`src/rtl/thresh_fifo_pkg.sv`:
```
package thresh_fifo_pkg;

    typedef enum logic {
        MODE_STD  = 1'b0,
        MODE_FWFT = 1'b1
    } fifo_mode_e;

endpackage

```
`src/rtl/thresh_fifo_store.sv`:
```
module thresh_fifo_store #(
    parameter int DW    = 32,
    parameter int DEPTH = 16,
    localparam int AW   = (DEPTH > 1) ? $clog2(DEPTH) : 1
) (
    input  logic          clk,
    input  logic          we,
    input  logic [AW-1:0] waddr,
    input  logic [DW-1:0] wdata,
    input  logic [AW-1:0] raddr,
    output logic [DW-1:0] rdata
);

    logic [DW-1:0] mem_q [DEPTH];

    always_ff @(posedge clk) begin
        if (we) begin
            mem_q[waddr] <= wdata;
        end
    end

    assign rdata = mem_q[raddr];

endmodule

```
`src/rtl/thresh_fifo_ctrl.sv`:
```
module thresh_fifo_ctrl
    import thresh_fifo_pkg::*;
#(
    parameter int DW    = 32,
    parameter int DEPTH = 16,
    localparam int AW   = (DEPTH > 1) ? $clog2(DEPTH) : 1,
    localparam int CW   = $clog2(DEPTH + 1)
) (
    input  logic          clk,
    input  logic          rst_n,
    input  logic          fwft_sel,
    input  logic          wr_en,
    input  logic          rd_en,
    input  logic          rd_cs,
    input  logic [DW-1:0] mem_rdata,
    output logic          mem_we,
    output logic [AW-1:0] mem_waddr,
    output logic [AW-1:0] mem_raddr,
    output logic [DW-1:0] dout,
    output logic          oe,
    output logic          fwft,
    output logic          out_valid,
    output logic [CW-1:0] mem_cnt,
    output logic [CW-1:0] total_cnt
);

    localparam bit POW2 = (DEPTH & (DEPTH - 1)) == 0;

    typedef struct packed {
        fifo_mode_e    mode;
        logic [AW-1:0] wptr;
        logic [AW-1:0] rptr;
        logic [CW-1:0] mcnt;
        logic          ov;
        logic [DW-1:0] dout;
        logic          oe;
    } ctrl_st_t;

    ctrl_st_t s_d, s_q;
    logic [CW-1:0] total_d;
    logic wacc_d, take_d, pop_d;

    function automatic logic [AW-1:0] ptr_inc(input logic [AW-1:0] p);
        if (POW2) begin
            return p + AW'(1);
        end
        return (p == AW'(DEPTH - 1)) ? '0 : p + AW'(1);
    endfunction

    always_comb begin
        s_d     = s_q;
        total_d = s_q.mcnt + CW'(s_q.mode == MODE_FWFT && s_q.ov);
        wacc_d  = wr_en && (total_d < CW'(DEPTH));
        pop_d   = rd_en && s_q.ov;
        if (s_q.mode == MODE_FWFT) begin
            take_d = (!s_q.ov || pop_d) && (s_q.mcnt != '0);
        end else begin
            take_d = rd_en && (s_q.mcnt != '0);
        end
        if (take_d) begin
            s_d.rptr = ptr_inc(s_q.rptr);
            s_d.dout = mem_rdata;
        end
        if (s_q.mode == MODE_FWFT) begin
            if (take_d) begin
                s_d.ov = 1'b1;
            end else if (pop_d) begin
                s_d.ov = 1'b0;
            end
        end
        if (wacc_d) begin
            s_d.wptr = ptr_inc(s_q.wptr);
        end
        s_d.mcnt = s_q.mcnt + CW'(wacc_d) - CW'(take_d);
        s_d.oe   = rd_cs;
        if (!rst_n) begin
            s_d      = '0;
            s_d.mode = fwft_sel ? MODE_FWFT : MODE_STD;
        end
    end

    always_ff @(posedge clk) begin
        s_q <= s_d;
    end

    assign mem_we    = wacc_d;
    assign mem_waddr = s_q.wptr;
    assign mem_raddr = s_q.rptr;
    assign dout      = s_q.dout;
    assign oe        = s_q.oe;
    assign fwft      = (s_q.mode == MODE_FWFT);
    assign out_valid = s_q.ov;
    assign mem_cnt   = s_q.mcnt;
    assign total_cnt = total_d;

    // the captured mode never moves while reset is released
    a_r2_mode_held: assert property (@(posedge clk) disable iff (!rst_n)
        1'b1 |=> $stable(s_q.mode));

    // stored count never exceeds the capacity
    a_r8_no_overflow: assert property (@(posedge clk) disable iff (!rst_n)
        s_q.mcnt <= CW'(DEPTH));

    // a write at full capacity leaves the write pointer where it was
    a_r8_full_write_dropped: assert property (@(posedge clk) disable iff (!rst_n)
        (wr_en && total_cnt == CW'(DEPTH)) |=> $stable(s_q.wptr));

    // a standard-mode read when empty leaves the output register unchanged
    a_r8_empty_read_ignored: assert property (@(posedge clk) disable iff (!rst_n)
        (!fwft && rd_en && mem_cnt == '0) |=> $stable(s_q.dout) && $stable(s_q.rptr));

    // a stored word behind an idle output stage is pulled forward at the next edge
    a_r5_fall_through: assert property (@(posedge clk) disable iff (!rst_n)
        (fwft && !out_valid && mem_cnt != '0) |=> out_valid);

    // standard mode, neither empty nor full, read and write together keep the count
    a_r13_count_kept: assert property (@(posedge clk) disable iff (!rst_n)
        (!fwft && wr_en && rd_en && mem_cnt != '0 && mem_cnt != CW'(DEPTH))
        |=> $stable(s_q.mcnt));

endmodule

```
`src/rtl/thresh_fifo_flags.sv`:
```
module thresh_fifo_flags #(
    parameter int DEPTH      = 16,
    parameter int AE_DEFAULT = 2,
    parameter int AF_DEFAULT = 2,
    localparam int CW        = $clog2(DEPTH + 1)
) (
    input  logic          clk,
    input  logic          rst_n,
    input  logic          ofs_load,
    input  logic [CW-1:0] ae_ofs_in,
    input  logic [CW-1:0] af_ofs_in,
    input  logic          fwft,
    input  logic          out_valid,
    input  logic [CW-1:0] mem_cnt,
    input  logic [CW-1:0] total_cnt,
    output logic          rd_flag,
    output logic          wr_flag,
    output logic          ae_n,
    output logic          af_n
);

    typedef struct packed {
        logic [CW-1:0] ae_ofs;
        logic [CW-1:0] af_ofs;
    } ofs_st_t;

    ofs_st_t o_d, o_q;
    logic [CW-1:0] free_cnt;

    always_comb begin
        o_d = o_q;
        if (ofs_load) begin
            o_d.ae_ofs = ae_ofs_in;
            o_d.af_ofs = af_ofs_in;
        end
        if (!rst_n) begin
            o_d.ae_ofs = CW'(AE_DEFAULT);
            o_d.af_ofs = CW'(AF_DEFAULT);
        end
    end

    always_ff @(posedge clk) begin
        o_q <= o_d;
    end

    always_comb begin
        free_cnt = CW'(DEPTH) - total_cnt;
        if (fwft) begin
            rd_flag = out_valid;
            wr_flag = total_cnt < CW'(DEPTH);
        end else begin
            rd_flag = (mem_cnt == '0);
            wr_flag = (mem_cnt == CW'(DEPTH));
        end
        ae_n = (total_cnt >= o_q.ae_ofs);
        af_n = (free_cnt > o_q.af_ofs);
    end

    // a load strobe lands both offsets in the following cycle
    a_r11_offset_load: assert property (@(posedge clk) disable iff (!rst_n)
        ofs_load |=> (o_q.ae_ofs == $past(ae_ofs_in)) && (o_q.af_ofs == $past(af_ofs_in)));

    // without a strobe the offsets hold
    a_r11_offset_hold: assert property (@(posedge clk) disable iff (!rst_n)
        !ofs_load |=> $stable(o_q));

endmodule

```
`src/rtl/thresh_fifo.sv`:
```
module thresh_fifo #(
    parameter int DW         = 32,
    parameter int DEPTH      = 16,
    parameter int AE_DEFAULT = 2,
    parameter int AF_DEFAULT = 2,
    localparam int AW        = (DEPTH > 1) ? $clog2(DEPTH) : 1,
    localparam int CW        = $clog2(DEPTH + 1)
) (
    input  logic          clk,
    input  logic          rst_n,
    input  logic          fwft_sel,
    input  logic          wr_en,
    input  logic [DW-1:0] wr_data,
    input  logic          rd_en,
    input  logic          rd_cs,
    input  logic          ofs_load,
    input  logic [CW-1:0] ae_ofs,
    input  logic [CW-1:0] af_ofs,
    output logic [DW-1:0] rd_data,
    output logic          rd_data_en,
    output logic          rd_flag,
    output logic          wr_flag,
    output logic          almost_empty_n,
    output logic          almost_full_n
);

    logic          mem_we;
    logic [AW-1:0] mem_waddr, mem_raddr;
    logic [DW-1:0] mem_rdata, dout;
    logic          fwft, out_valid;
    logic [CW-1:0] mem_cnt, total_cnt;

    thresh_fifo_store #(.DW(DW), .DEPTH(DEPTH)) u_store (
        .clk   (clk),
        .we    (mem_we),
        .waddr (mem_waddr),
        .wdata (wr_data),
        .raddr (mem_raddr),
        .rdata (mem_rdata)
    );

    thresh_fifo_ctrl #(.DW(DW), .DEPTH(DEPTH)) u_ctrl (
        .clk       (clk),
        .rst_n     (rst_n),
        .fwft_sel  (fwft_sel),
        .wr_en     (wr_en),
        .rd_en     (rd_en),
        .rd_cs     (rd_cs),
        .mem_rdata (mem_rdata),
        .mem_we    (mem_we),
        .mem_waddr (mem_waddr),
        .mem_raddr (mem_raddr),
        .dout      (dout),
        .oe        (rd_data_en),
        .fwft      (fwft),
        .out_valid (out_valid),
        .mem_cnt   (mem_cnt),
        .total_cnt (total_cnt)
    );

    thresh_fifo_flags #(
        .DEPTH      (DEPTH),
        .AE_DEFAULT (AE_DEFAULT),
        .AF_DEFAULT (AF_DEFAULT)
    ) u_flags (
        .clk       (clk),
        .rst_n     (rst_n),
        .ofs_load  (ofs_load),
        .ae_ofs_in (ae_ofs),
        .af_ofs_in (af_ofs),
        .fwft      (fwft),
        .out_valid (out_valid),
        .mem_cnt   (mem_cnt),
        .total_cnt (total_cnt),
        .rd_flag   (rd_flag),
        .wr_flag   (wr_flag),
        .ae_n      (almost_empty_n),
        .af_n      (almost_full_n)
    );

    assign rd_data = rd_data_en ? dout : '0;

    // output enable is the chip select delayed by one edge
    a_r12_enable_follows_cs: assert property (@(posedge clk) disable iff (!rst_n)
        1'b1 |=> rd_data_en == $past(rd_cs));

endmodule

```
`config.mk`:
```
export PLATFORM = sky130hd
export DESIGN_NAME = thresh_fifo
export DESIGN_NICKNAME = d
export VERILOG_FILES = /design/src/rtl/thresh_fifo_pkg.sv /design/src/rtl/thresh_fifo_store.sv /design/src/rtl/thresh_fifo_ctrl.sv /design/src/rtl/thresh_fifo_flags.sv /design/src/rtl/thresh_fifo.sv
export SDC_FILE = /design/constraint.sdc
export NUM_CORES = 1
export LEC_CHECK = 0
export ABC_CLOCK_PERIOD_IN_PS = 16200
export BUFFER_PORTS_ARGS = -buffer_cell sky130_fd_sc_hd__buf_2
export CORE_MARGIN = 3
export CORE_UTILIZATION = 60
export CTS_CLUSTER_DIAMETER = 40
export DETAILED_ROUTE_END_ITERATION = 16
export GPL_TIMING_DRIVEN = 0
export PLACE_DENSITY = 0.75
export SLEW_MARGIN = 30
export SYNTH_ARGS = -nofsm -noshare
export SYNTH_HDL_FRONTEND = slang
export SYNTH_SLANG_ARGS = --single-unit
```
`constraint.sdc`:
```
create_clock -name clk -period 16.2 [get_ports clk]
set_input_delay 0.81 -clock clk [delete_from_list [all_inputs] [get_ports clk]]
set_output_delay 0.81 -clock clk [all_outputs]
set_load 0.005 [all_outputs]
```
### After elaboration in Yosys (flattened, before gate mapping)

Memories as Yosys holds them, arrays and structs flattened. A register that Yosys moved wholly into a read port is not among the register bits.
Cells that the tools add are included.

| operators by class | value |
|---|---|
| eq/ne operators | 3 |
| reductions and logical operators | 12 |
| order comparisons | 3 |
| $add $sub $neg | 6 |
| multiplexer cells | 15 |

Operators with widths:

| kind | number |
|---|---|
| 2-to-1 mux 32 bit | 1 |
| 2-to-1 mux 4 bit | 4 |
| adder 5 x 1 -> 5 bit | 2 |
| 2-to-1 mux 1 bit | 10 |
| adder 4 x 1 -> 4 bit (second input constant) | 2 |
| equality test 4 bit (second input constant) | 2 |
| equality test 5 bit (second input constant) | 1 |
| greater-or-equal comparator 5 bit | 1 |
| > comparator 5 bit | 1 |
| logical AND 1 bit | 5 |
| logical NOT 5 bit | 1 |
| less-than comparator 5 bit (second input constant) | 1 |
| nonzero test 5 bit | 1 |
| subtractor 5 x 1 -> 5 bit | 1 |
| subtractor 5 bit (first input constant) | 1 |
| logical NOT 1 bit | 2 |
| AND reduction 2 bit | 1 |
| nonzero test 2 bit | 1 |
| logical OR 1 bit | 1 |

| storage, ports and cells | value |
|---|---|
| bits in writable memories | 512 |
| output and inout port bits | 37 |
| register bits after elaboration | 26 |
| memories | 1 |
| word-level logic and storage cells | 48 |

Memories:

| memory | depth | bits a word | rd ports | clocked after Yosys merged registers in | write ports | RTL line | text |
|---|---|---|---|---|---|---|---|
| u_store.mem_q | 16 | 32 | 1 | 1 | 1 | thresh_fifo_store.sv:14 | `logic [DW-1:0] mem_q [DEPTH];` |

### Depth between registers and ports, before layout

Gate-level depths: netlist of run 1.

| logic depth | value |
|---|---|
| depth after elaboration | 6 |
| gate-level depth with buffers | 20 |

### Hierarchy

A second synthesis of run 1 with hierarchy kept.

| unflattened totals | value |
|---|---|
| cell total of the unflattened synthesis | 1,150 |
| area total of the unflattened synthesis | 22,382.7 um^2 |

By module, submodules not included:

| module | sequential area each (um^2) | cells an instance | area each (um^2) | times used |
|---|---|---|---|---|
| thresh_fifo_store | 15,374.7 | 806 | 19,213.4 | 1 |
| thresh_fifo_ctrl | 970.9 | 232 | 2,205.9 | 1 |
| thresh_fifo_flags | 200.2 | 77 | 708.2 | 1 |
| thresh_fifo | 0.0 | 35 | 255.2 | 1 |

### Least setup slack after synthesis of run 1

No wires, ideal clock.

| timing path | value |
|---|---|
| kind | reg-to-reg |
| start | reg u_ctrl.s_q (netlist bit u_ctrl.fwft) |
| end | mem u_store.mem_q[0][0], enable pin |
| slack | 11.012 ns |
| stages on the path, launching flop included | 14 |
| arrival time | 4.727 ns |
| required time | 15.739 ns |
| clock period less this slack | 5.188 ns |
| library setup time | 0.461 ns |
| path through | edfxtp_1 > and2_1 > ha_1 > ha_1 > inv_1 > ha_1 > and3_1 > ha_1 > nor4b_1 > nand4_1 > nand2_1 > buf_2 > nand2_1 > nor3_1 |

| between the ends | value |
|---|---|
| word-level cells in the longest chain between the ends | 6 |

Ends and longest elaborated chain:

| element | RTL line | text |
|---|---|---|
| from (decl) | thresh_fifo_ctrl.sv:39 | `ctrl_st_t s_d, s_q;` |
| from (signal assigned) | thresh_fifo_ctrl.sv:83 | `s_q <= s_d;` |
| logical AND 1 bit | thresh_fifo_ctrl.sv:52 | `total_d = s_q.mcnt + CW'(s_q.mode == MODE_FWFT && s_q.ov);` |
| adder 5 x 1 -> 5 bit | thresh_fifo_ctrl.sv:52 |  |
| less-than comparator 5 bit | thresh_fifo_ctrl.sv:53 | `wacc_d = wr_en && (total_d < CW'(DEPTH));` |
| logical AND 1 bit | thresh_fifo_ctrl.sv:53 |  |
| 2-to-1 mux 1 bit | thresh_fifo_store.sv:17 | `if (we) begin` |
| 2-to-1 mux 1 bit (not written as such) | thresh_fifo_store.sv:18 | `mem_q[waddr] <= wdata;` |
| to (decl) | thresh_fifo_store.sv:14 |  |

Every way passes these cells.

### Worst setup path in the final report of run 1

| timing path | value |
|---|---|
| start | reg u_ctrl.s_q (netlist bit u_ctrl.fwft) |
| end | reg u_ctrl.s_q (netlist bit u_ctrl.mem_cnt[4]) |

| between the ends | value |
|---|---|
| word-level cells in the longest chain between the ends | 6 |

Ends and longest elaborated chain:

| element | RTL line | text |
|---|---|---|
| logical AND 1 bit | thresh_fifo_ctrl.sv:52 |  |
| adder 5 x 1 -> 5 bit | thresh_fifo_ctrl.sv:52 |  |
| less-than comparator 5 bit | thresh_fifo_ctrl.sv:53 |  |
| logical AND 1 bit | thresh_fifo_ctrl.sv:53 |  |
| adder 5 x 1 -> 5 bit | thresh_fifo_ctrl.sv:74 | `s_d.mcnt = s_q.mcnt + CW'(wacc_d) - CW'(take_d);` |
| subtractor 5 x 1 -> 5 bit * | thresh_fifo_ctrl.sv:74 |  |

Mark *: on every way between the ends. The rest lies on a longest branch, timed or not.
A chain may end at the register's enable or synchronous reset.

==> results.ini, run 1 <==
[setup_path]
r2r-end=u_ctrl.mem_cnt[4]
end_kind=flop
cpMostUsedCell=ha_1
crit_slowest_cell=edfxtp_1
cp.arrival_ns=5.22
startpoint_type=flop
cp_data_required_time_ns=16.69
reg2reg_depth=20
r2r-start=u_ctrl.fwft
max_stage_delay_ns=0.46
worst-setup-path-type=reg2reg
reg2reg_slack_ns=11.47
worst-path-max-fanout=10
cp_cell_sequence=and2_1, ha_1, ha_1, inv_1, ha_1, and3_1, ha_1, nor4b_1, nand4_1, nand2_1, buf_2, inv_1, ha_1, inv_1, ha_1, fa_1, a21oi_1, nor2_1, or3_1, a21oi_1

[drt]
wire_per_inst_um=27.39
vias=11260
antenna_left=0
viasPerCell=6.261
drtIter0Drc=1004
wirelength_um=49270
drt-pass1-iter-count=5
drc=0

[sta]
final.min_clock_period_ns=4.734
post-route-period-util_pct=29.23
slew_viol_final=0
worst-slew-pin-transition_ns=0.9939
fin_skew_ns=0.01352
fmax_ghz=0.2112
rsz0062_at_grt=no
slew_headroom_pct=33.74
holdWs_ns=0.4222
tns_ns=0
finalSetupViolations=0
setup_slack_ns=11.47
hold_violations=0

[clock_tree]
clk_pin_slew_worst_paths_ns=0.05
postCtsSetupRepairBufs=0
htree_levels=3
clock_latency_ns=0.57
cts_hold_buffers=0
cts-buffers-inserted=68
cts_tree=yes
cts-root-buf=clkbuf_16
cts_resized=0
clock_path_buffers=3
numClockSinks=570

[logic_synthesis]
ys_top_cells_by_area=edfxtp_1 69%, mux4_2 13%, dfxtp_1 5.1%
synth_top_family_by_area=multiplexers
synth_compound_area_share_pct=3.402
synth_area_sq_um=22470
synth_adder_area_share_pct=1.592
synth_nets=1168
synth_top_area_share_pct=68.55
synthSimpleGateAreaFrac_pct=2.945
avgSynthCellArea_sq_um=20.60
yosysUniqueCellTypes=44
synth-seq-cells=570
muxShareOfSynthArea_pct=16.17
ys.warnings.count=0
synth-xor-area-share_pct=0.3898
yosys.area.top_type=edfxtp_1
seq_area_frac_synth_pct=73.63
netlist_instances=1091

[worst_hold_path]
hp-class=in2reg
min_to=u_ctrl.fwft
min_from=fwft_sel
min_path_cells=1

[run_status]
outcome=finished, final reports clean

[layout]
fin_cells=1799
areaGrowthSynthToFinish_pct=16.86
final_util_pct=71.39
drive_above_1_share_pct=32.41
final_common_cell=edfxtp_1
layout_common_cells=513 x edfxtp_1, 128 x mux4_2, 100 x buf_2
final_area_sq_um=26260
fillers=2234
nets=1354

[die]
rows=70
die_area_sq_um=39810
core_sq_um=36790
initial_utilization_pct=61.09
die_w_um=199.5
chipHeight_um=199.5
io_pins=86

[pwr]
power-per-cell-area_nw_per_um2=165.4
vdd_ir_drop_max_v=0.0001017
power_mw=4.342
cellLeakagePower_nw=8.750

[run]
max_cap_violations=0

[placed_design]
globalplace.congestion=0.7676
portBuffers=85
dpl_cell_area_sq_um=23970
pre_cts_ws_ns=11.59
dpl.hpwl_um=30050
dpl.cell_count=1675

[grt]
grt_remaining_overflow=0
grt_pass1_vias=11880
track_usage_pct=25.61
grt_max_degree=33
grt_antenna_before_repair=2
grt_pass1_wl_um=73690

-- sequential cells by signal, indices dropped and copies added, names as in the netlist --
name	cells
u_ctrl.mem_raddr	4
u_ctrl.oe	1
u_ctrl.out_valid	1
u_ctrl.mem_cnt	5
u_flags.o_q	10
u_store.mem_q	512
u_ctrl.mem_waddr	4
u_ctrl.dout	32
u_ctrl.fwft	1
-- critical path, delay by kind of cell (launching register included) --
family	cells	cell delay, ns
fa+ha+maj	7	1.92
simple gates	7	1.51
flops	1	0.46
buf+inv	4	0.45
compound gates	2	0.32
-- cells in the mapped netlist --
library cell and n:
mux2i_1 75, ha_1 27, nand3b_1 2, nor2_1 27
nor4b_1 1, buf_6 8, nand3_1 5, a21o_1 2
nand2b_1 4, buf_4 1, nor2_8 1, a21bo_2 2
nand4_1 3, a21oi_1 7, nand3b_4 1, edfxtp_1 513
nand2_1 16, o211ai_1 2, a211oi_1 1, inv_1 21
o21a_1 1, a2bb2oi_2 30, mux4_2 128, buf_2 15
and2_1 37, buf_12 3, nor3_1 4, and3_1 9
buf_1 10, fa_1 1, o21bai_1 1, a2bb2oi_1 2
or4b_4 1, clkbuf_1 19, nor2b_1 5, xnor2_1 6
or3_1 1, a22oi_1 1, o21ai_1 30, nand4b_1 1
o22ai_1 1, o21ai_0 5, dfxtp_1 57, xor2_1 4
-- cell families after synthesis --
group / count (synthesis)
simple gates: 118
fa+ha+maj: 28
flops: 570
compound gates: 85
mux: 203
buf+inv: 77
xor+xnor: 10
-- cell type report --
cell class	count	area (sq um)	area share [%]
Buffer	56	344.1	1.310
Clock buffer	86	1896	7.218
Sequential cell	570	16550	63.01
Antenna cell	1	2.502	0.009529
Tap cell	468	585.6	2.230
Timing Repair Buffer	116	839.6	3.197
Multi-Input combinational cell	444	5580	21.25
Inverter	21	78.83	0.3002
Clock inverter	37	387.9	1.477
-- worst max path at each step --
stage	startpoint	end	slack (ns)	depth (start not counted)
3_5_place_dp	u_ctrl.fwft	u_ctrl.mem_cnt[4]	11.59	20
3_3_place_gp	u_ctrl.fwft	u_store.mem_q[2][9]	8.04	13
6_report	u_ctrl.fwft	u_ctrl.mem_cnt[4]	11.47	20
4_1_cts	u_ctrl.fwft	u_ctrl.mem_cnt[4]	11.50	20
5_1_grt	u_ctrl.fwft	u_ctrl.mem_cnt[4]	11.11	20
2_1_floorplan	u_ctrl.fwft	u_store.mem_q[0][0]	11.01	13
-- power breakdown --
part	switching (mW)	internal, mW	leakage (nW)
Sequential	0.0604	1.73	5.10
Combinational	0.533	0.502	2.54
Clock	0.583	0.932	1.10
Total	1.18	3.17	8.75
-- per-layer routing --
layer	GRT usage, %	part of all wire (%)
met5	0	0.026
met4	9.020	2.6
met3	4.266	6.0
met2	42.51	51
met1	35.16	41
(Power assumes the default switching activity.)
==> run 2: changes to the inputs <==
--- a/config.mk
+++ b/config.mk
@@ -5,7 +5,7 @@
 export SDC_FILE = /design/constraint.sdc
 export NUM_CORES = 1
 export LEC_CHECK = 0
-export ABC_CLOCK_PERIOD_IN_PS = 16200
+export ABC_CLOCK_PERIOD_IN_PS = 4500
 export BUFFER_PORTS_ARGS = -buffer_cell sky130_fd_sc_hd__buf_2
 export CORE_MARGIN = 3
 export CORE_UTILIZATION = 60
==> constraint.sdc (replaced) <==
create_clock -name clk -period 4.5 [get_ports clk]
set_input_delay 0.225 -clock clk [delete_from_list [all_inputs] [get_ports clk]]
set_output_delay 0.225 -clock clk [all_outputs]
set_load 0.005 [all_outputs]
==> results.ini, run 2 (same netlist as run 1, synthesis figures left out) <==
[setup_path]
cp.arrival_ns=4.76
crit_slowest_cell=edfxtp_1
max_stage_delay_ns=0.44
end_kind=flop
worst-setup-path-type=reg2reg
cp_cell_sequence=and2_1, ha_2, ha_4, inv_1, ha_1, and3_1, ha_1, nor4b_2, nand4_1, nand2_2, buf_6, inv_1, ha_1, inv_1, ha_1, fa_2, a21oi_1, nor2_1, or3_1, a21oi_1
worst-path-max-fanout=10
startpoint_type=flop
cpMostUsedCell=ha_1
cp_data_required_time_ns=4.99

[clock_tree]
cts_tree=yes
clk_pin_slew_worst_paths_ns=0.06
clock_path_buffers=3
cts-root-buf=clkbuf_16
cts-buffers-inserted=68
clock_latency_ns=0.58
numClockSinks=570
htree_levels=3

[layout]
final_area_sq_um=26480
drive_above_1_share_pct=31.66
antenna_cells=0
areaGrowthSynthToFinish_pct=17.86
nets=1361
regMostFlops=u_store.mem_q
layout_common_cells=513 x edfxtp_1, 128 x mux4_2, 99 x buf_2
largest_reg_flops=512
final_common_cell=edfxtp_1

[placed_design]
dpl_cell_area_sq_um=23940
portBuffers=85
dpl.hpwl_um=28570
globalplace.congestion=0.7587

[grt]
track_usage_pct=24.84
grt_pass1_wl_um=71760
grt_max_degree=33
grt_pass1_vias=11630
grt_antenna_before_repair=0
grt_remaining_overflow=0

[sta]
fin_skew_ns=0.02022
hold_violations=0
fmax_ghz=0.2342
holdWs_ns=0.02344
rsz0062_at_grt=no
final.min_clock_period_ns=4.269
post-route-period-util_pct=94.87
slew_viol_final=0
slew_headroom_pct=31.88
worst-slew-pin-transition_ns=1.022
finalSetupViolations=0

[drt]
wirelength_um=47100
wire_per_inst_um=26.11
antenna_left=0
drc=0
drt-pass1-iter-count=5
drtIter0Drc=915
vias=11130
viasPerCell=6.172

[die]
io_pins=86
core_sq_um=36790
die_area_sq_um=39810
initial_utilization_pct=61.09
rows=70
chipHeight_um=199.5
die_w_um=199.5

[run_status]
outcome=finished, final reports clean

[worst_hold_path]
hp-class=in2reg

[pwr]
power_mw=15.76
power-per-cell-area_nw_per_um2=595.0
vdd_ir_drop_max_v=0.0004289
cellLeakagePower_nw=8.769

[run]
max_cap_violations=0

## run 2: cell types whose count changed in the layout (fill, tap and decap cells not counted), moves of 5 or more
cell | before | now
buf_8 | 0 | 8
clkinvlp_4 | 7 | 2
buf_6 | 9 | 14
dlygate4sd3_1 | 0 | 15
buf_4 | 21 | 5
clkbuf_1 | 28 | 36
## run 2: critical path: cells and delay by family (launching register included)
kind / cells / cell delay, ns
compound gates: 2 / 0.30
flops: 1 / 0.44
fa+ha+maj: 7 / 1.82
simple gates: 7 / 1.36
buf+inv: 4 / 0.29
## run 2: power by group
| group | switching, mW | internal (mW) | total, mW |
|---|---|---|---|
| combinational | 1.88 | 1.85 | 3.73 |
| clock | 2.09 | 3.50 | 5.60 |
| sequential | 0.193 | 6.23 | 6.43 |
| total | 4.17 | 11.6 | 15.8 |
## run 2: timing repair
action / 4_1_cts / 5_1_grt
setup buffers: 1 / 3
pin swaps: 1 / 3
resized for setup: 2 / 5
endpoints found under the hold margin: 13 / 0
hold buffers: 15 / 0
endpoints found under the setup margin: 1 / 1
gates cloned: 0 / 0
## run 2: final timing paths
check             slack [ns]  cells after the start             from                   to
setup / recovery        0.23                     20      u_ctrl.fwft    u_ctrl.mem_cnt[4]
hold / removal          0.02                      1       wr_data[3]  u_store.mem_q[3][3]
setup reg to reg        0.23                     20      u_ctrl.fwft    u_ctrl.mem_cnt[4]
hold reg to reg         0.47                      2  u_ctrl.dout[31]      u_ctrl.dout[31]
## run 2: final cells by class
type	instances	area [sq um]
Sequential cell	570	16550
Buffer	56	347.8
Inverter	21	78.83
Timing Repair Buffer	123	947.2
Tap cell	468	585.6
Fill cell	2174	10300
Clock buffer	92	1896
Multi-Input combinational cell	444	5647
Clock inverter	30	436.7
## run 2: metal layers
metal  up-vias  track usage, %  wire [um]
met5         -               0          0
met4         0           7.108       1257
met1      5820           35.64      19850
met3        96           4.856       2739
met2       383           39.86      23240
li1       4835               -          -
## run 2: through the flow
stage / cells / TNS [ns] / utilization (%) / worst slack (ns)
after floorplan: 1091 / 0 / - / 0.1695
after global placement: 1644 / -420.81 / 63.89 / -1.570
after detailed placement: 1663 / -0.09706 / 65.08 / -0.09706
after CTS: 1801 / 0 / 71.86 / 0.02607
after global routing: 1804 / 0 / 72.00 / 0.02743
final: 1804 / 0 / 72.00 / 0.2306
==> run 3: changes to the inputs <==
--- a/config.mk
+++ b/config.mk
@@ -8,11 +8,11 @@
 export ABC_CLOCK_PERIOD_IN_PS = 4500
 export BUFFER_PORTS_ARGS = -buffer_cell sky130_fd_sc_hd__buf_2
 export CORE_MARGIN = 3
-export CORE_UTILIZATION = 60
+export CORE_UTILIZATION = 45
 export CTS_CLUSTER_DIAMETER = 40
 export DETAILED_ROUTE_END_ITERATION = 16
 export GPL_TIMING_DRIVEN = 0
-export PLACE_DENSITY = 0.75
+export PLACE_DENSITY = 0.58
 export SLEW_MARGIN = 30
 export SYNTH_ARGS = -nofsm -noshare
 export SYNTH_HDL_FRONTEND = slang
==> results.ini, run 3 (same netlist as run 1, synthesis figures left out) <==
[setup_path]
reg2reg_depth=19
end_kind=flop
r2r-end=u_ctrl.mem_cnt[4]
cpMostUsedCell=ha_1
reg2reg_slack_ns=0.33
crit_slowest_cell=fa_1
cp_cell_sequence=and2_1, ha_1, ha_4, inv_1, ha_1, and3_1, ha_1, nor4b_1, nand4_1, nand2_4, inv_1, ha_1, inv_1, ha_1, fa_1, a21oi_1, nor2_1, or3_1, a21oi_1
cp.arrival_ns=4.68
startpoint_type=flop
r2r-start=u_ctrl.fwft
worst-setup-path-type=reg2reg
worst-path-max-fanout=5
cp_data_required_time_ns=5.01
max_stage_delay_ns=0.44

[drt]
vias=11150
antenna_left=0
topRoutingLayerUsed=met5
wirelength_um=50300
met1_length_um=22080
wl_met3_um=2623
routed-wl-met2_um=24750
drc=0
drtIter0Drc=908
drt-pass1-iter-count=6
viasPerCell=5.407
wire_per_inst_um=24.39

[sta]
slew_viol_final=0
hold_violations=0
finalSetupViolations=0
worst-slew-pin-transition_ns=1.023
fmax_ghz=0.2396
holdWs_ns=0.04041
final.min_clock_period_ns=4.174
slew_headroom_pct=31.78
rsz0062_at_grt=no
post-route-period-util_pct=92.75
fin_skew_ns=0.02572

[pwr]
vdd_ir_drop_max_v=0.0002677
cellLeakagePower_nw=9.186
power-per-cell-area_nw_per_um2=599.3

[placed_design]
portBuffers=85
dpl.hpwl_um=31120
globalplace.congestion=0.7003

[run_status]
outcome=finished, final reports clean

[grt]
grt_pass1_vias=11910
grt_max_degree=33
grt_pass1_wl_um=76270
track_usage_pct=19.62
grt_remaining_overflow=0
grt_antenna_before_repair=2

[run]
max_cap_violations=0

[die]
initial_utilization_pct=45.72
die_w_um=229.5
die_area_sq_um=52650
core_sq_um=49150
chipHeight_um=229.5
io_pins=86
rows=81

[layout]
areaGrowthSynthToFinish_pct=22.95
drive_above_1_share_pct=33.33
fillers=3753
final_util_pct=56.21
antenna_cells=0
regMostFlops=u_store.mem_q
nets=1409
final_common_cell=edfxtp_1
largest_reg_flops=512
layout_common_cells=513 x edfxtp_1, 128 x mux4_2, 100 x buf_2

[clock_tree]
numClockSinks=570
cts-root-buf=clkbuf_16
cts-buffers-inserted=79
cts_tree=yes
htree_levels=3
clk_pin_slew_worst_paths_ns=0.06
clock_latency_ns=0.59
clock_path_buffers=3

[worst_hold_path]
min_from=wr_data[30]
hp-class=in2reg
min_to=u_store.mem_q[9][30]
min_path_cells=1

[run 3: cell count changes in the layout (fill, tap and decap cells not counted), moves of 6 or more]
cell and change:
dlygate4sd3_1 +27, inv_6 +14, clkbuf_1 -13, clkbuf_16 +10
buf_12 +7, buf_8 -6
[run 3: worst max-delay path by stage]
stage / from / end / depth (start not counted)
floorplan: u_ctrl.fwft / u_store.mem_q[12][0] / 13
finish: u_ctrl.fwft / u_ctrl.mem_cnt[4] / 19
detailed placement: u_ctrl.fwft / u_ctrl.mem_cnt[4] / 20
global route: u_ctrl.fwft / u_ctrl.mem_cnt[4] / 19
global placement: u_ctrl.fwft / u_store.mem_q[14][16] / 13
CTS: u_ctrl.fwft / u_ctrl.mem_cnt[4] / 19
[run 3: power breakdown]
part	internal [mW]	leakage, nW	switching (mW)	total (mW)
Clock	4.01	1.34	2.39	6.40
Sequential	6.24	5.10	0.188	6.42
Combinational	1.85	2.74	1.88	3.73
[run 3: cell type report]
class | count | area (sq um) | share of cell area (%)
inverters | 21 | 78.83 | 0.2853
multi-input cells | 444 | 5640 | 20.42
well taps | 664 | 830.8 | 3.007
clock buffers | 92 | 2108 | 7.631
plain buffers | 55 | 341.6 | 1.236
repair buffers | 161 | 1425 | 5.158
clock inverters | 55 | 656.9 | 2.378
flip-flops and latches | 570 | 16550 | 59.89
[run 3: repair_timing]
| item | in CTS | in global routing |
|---|---|---|
| pin swaps | 0 | 2 |
| setup endpoints to repair | 1 | 13 |
| endpoints found under the hold margin | 373 | 0 |
| gates resized for setup | 1 | 3 |
| setup buffers | 0 | 5 |
| hold buffers | 42 | 0 |
[run 3: routing by layer]
metal,vias up,global-route usage (%)
met5,-,0
met4,2,5.549
met3,65,3.371
met2,305,32.07
met1,5827,27.41
li1,4950,-
[run 3: critical path, delay by kind of cell, from the launching register on]
| kind | cells | cell delay (ns) |
|---|---|---|
| buf+inv | 3 | 0.13 |
| flops | 1 | 0.43 |
| simple gates | 7 | 1.35 |
| compound gates | 2 | 0.30 |
| fa+ha+maj | 7 | 1.86 |
[run 3: per-stage QoR]
stage	cell area, sq um	setup TNS, ns	setup WS [ns]	power (mW)	std cells
floorplan	22490	0	0.1695	9.132	1091
global placement	23750	-534.14	-1.839	10.14	1840
detailed placement	24390	-0.1506	-0.1506	10.28	1869
CTS	27570	0	0.01293	16.75	2057
global route	27630	0	0.02935	17.34	2062
finish	27630	0	0.3263	16.56	2062
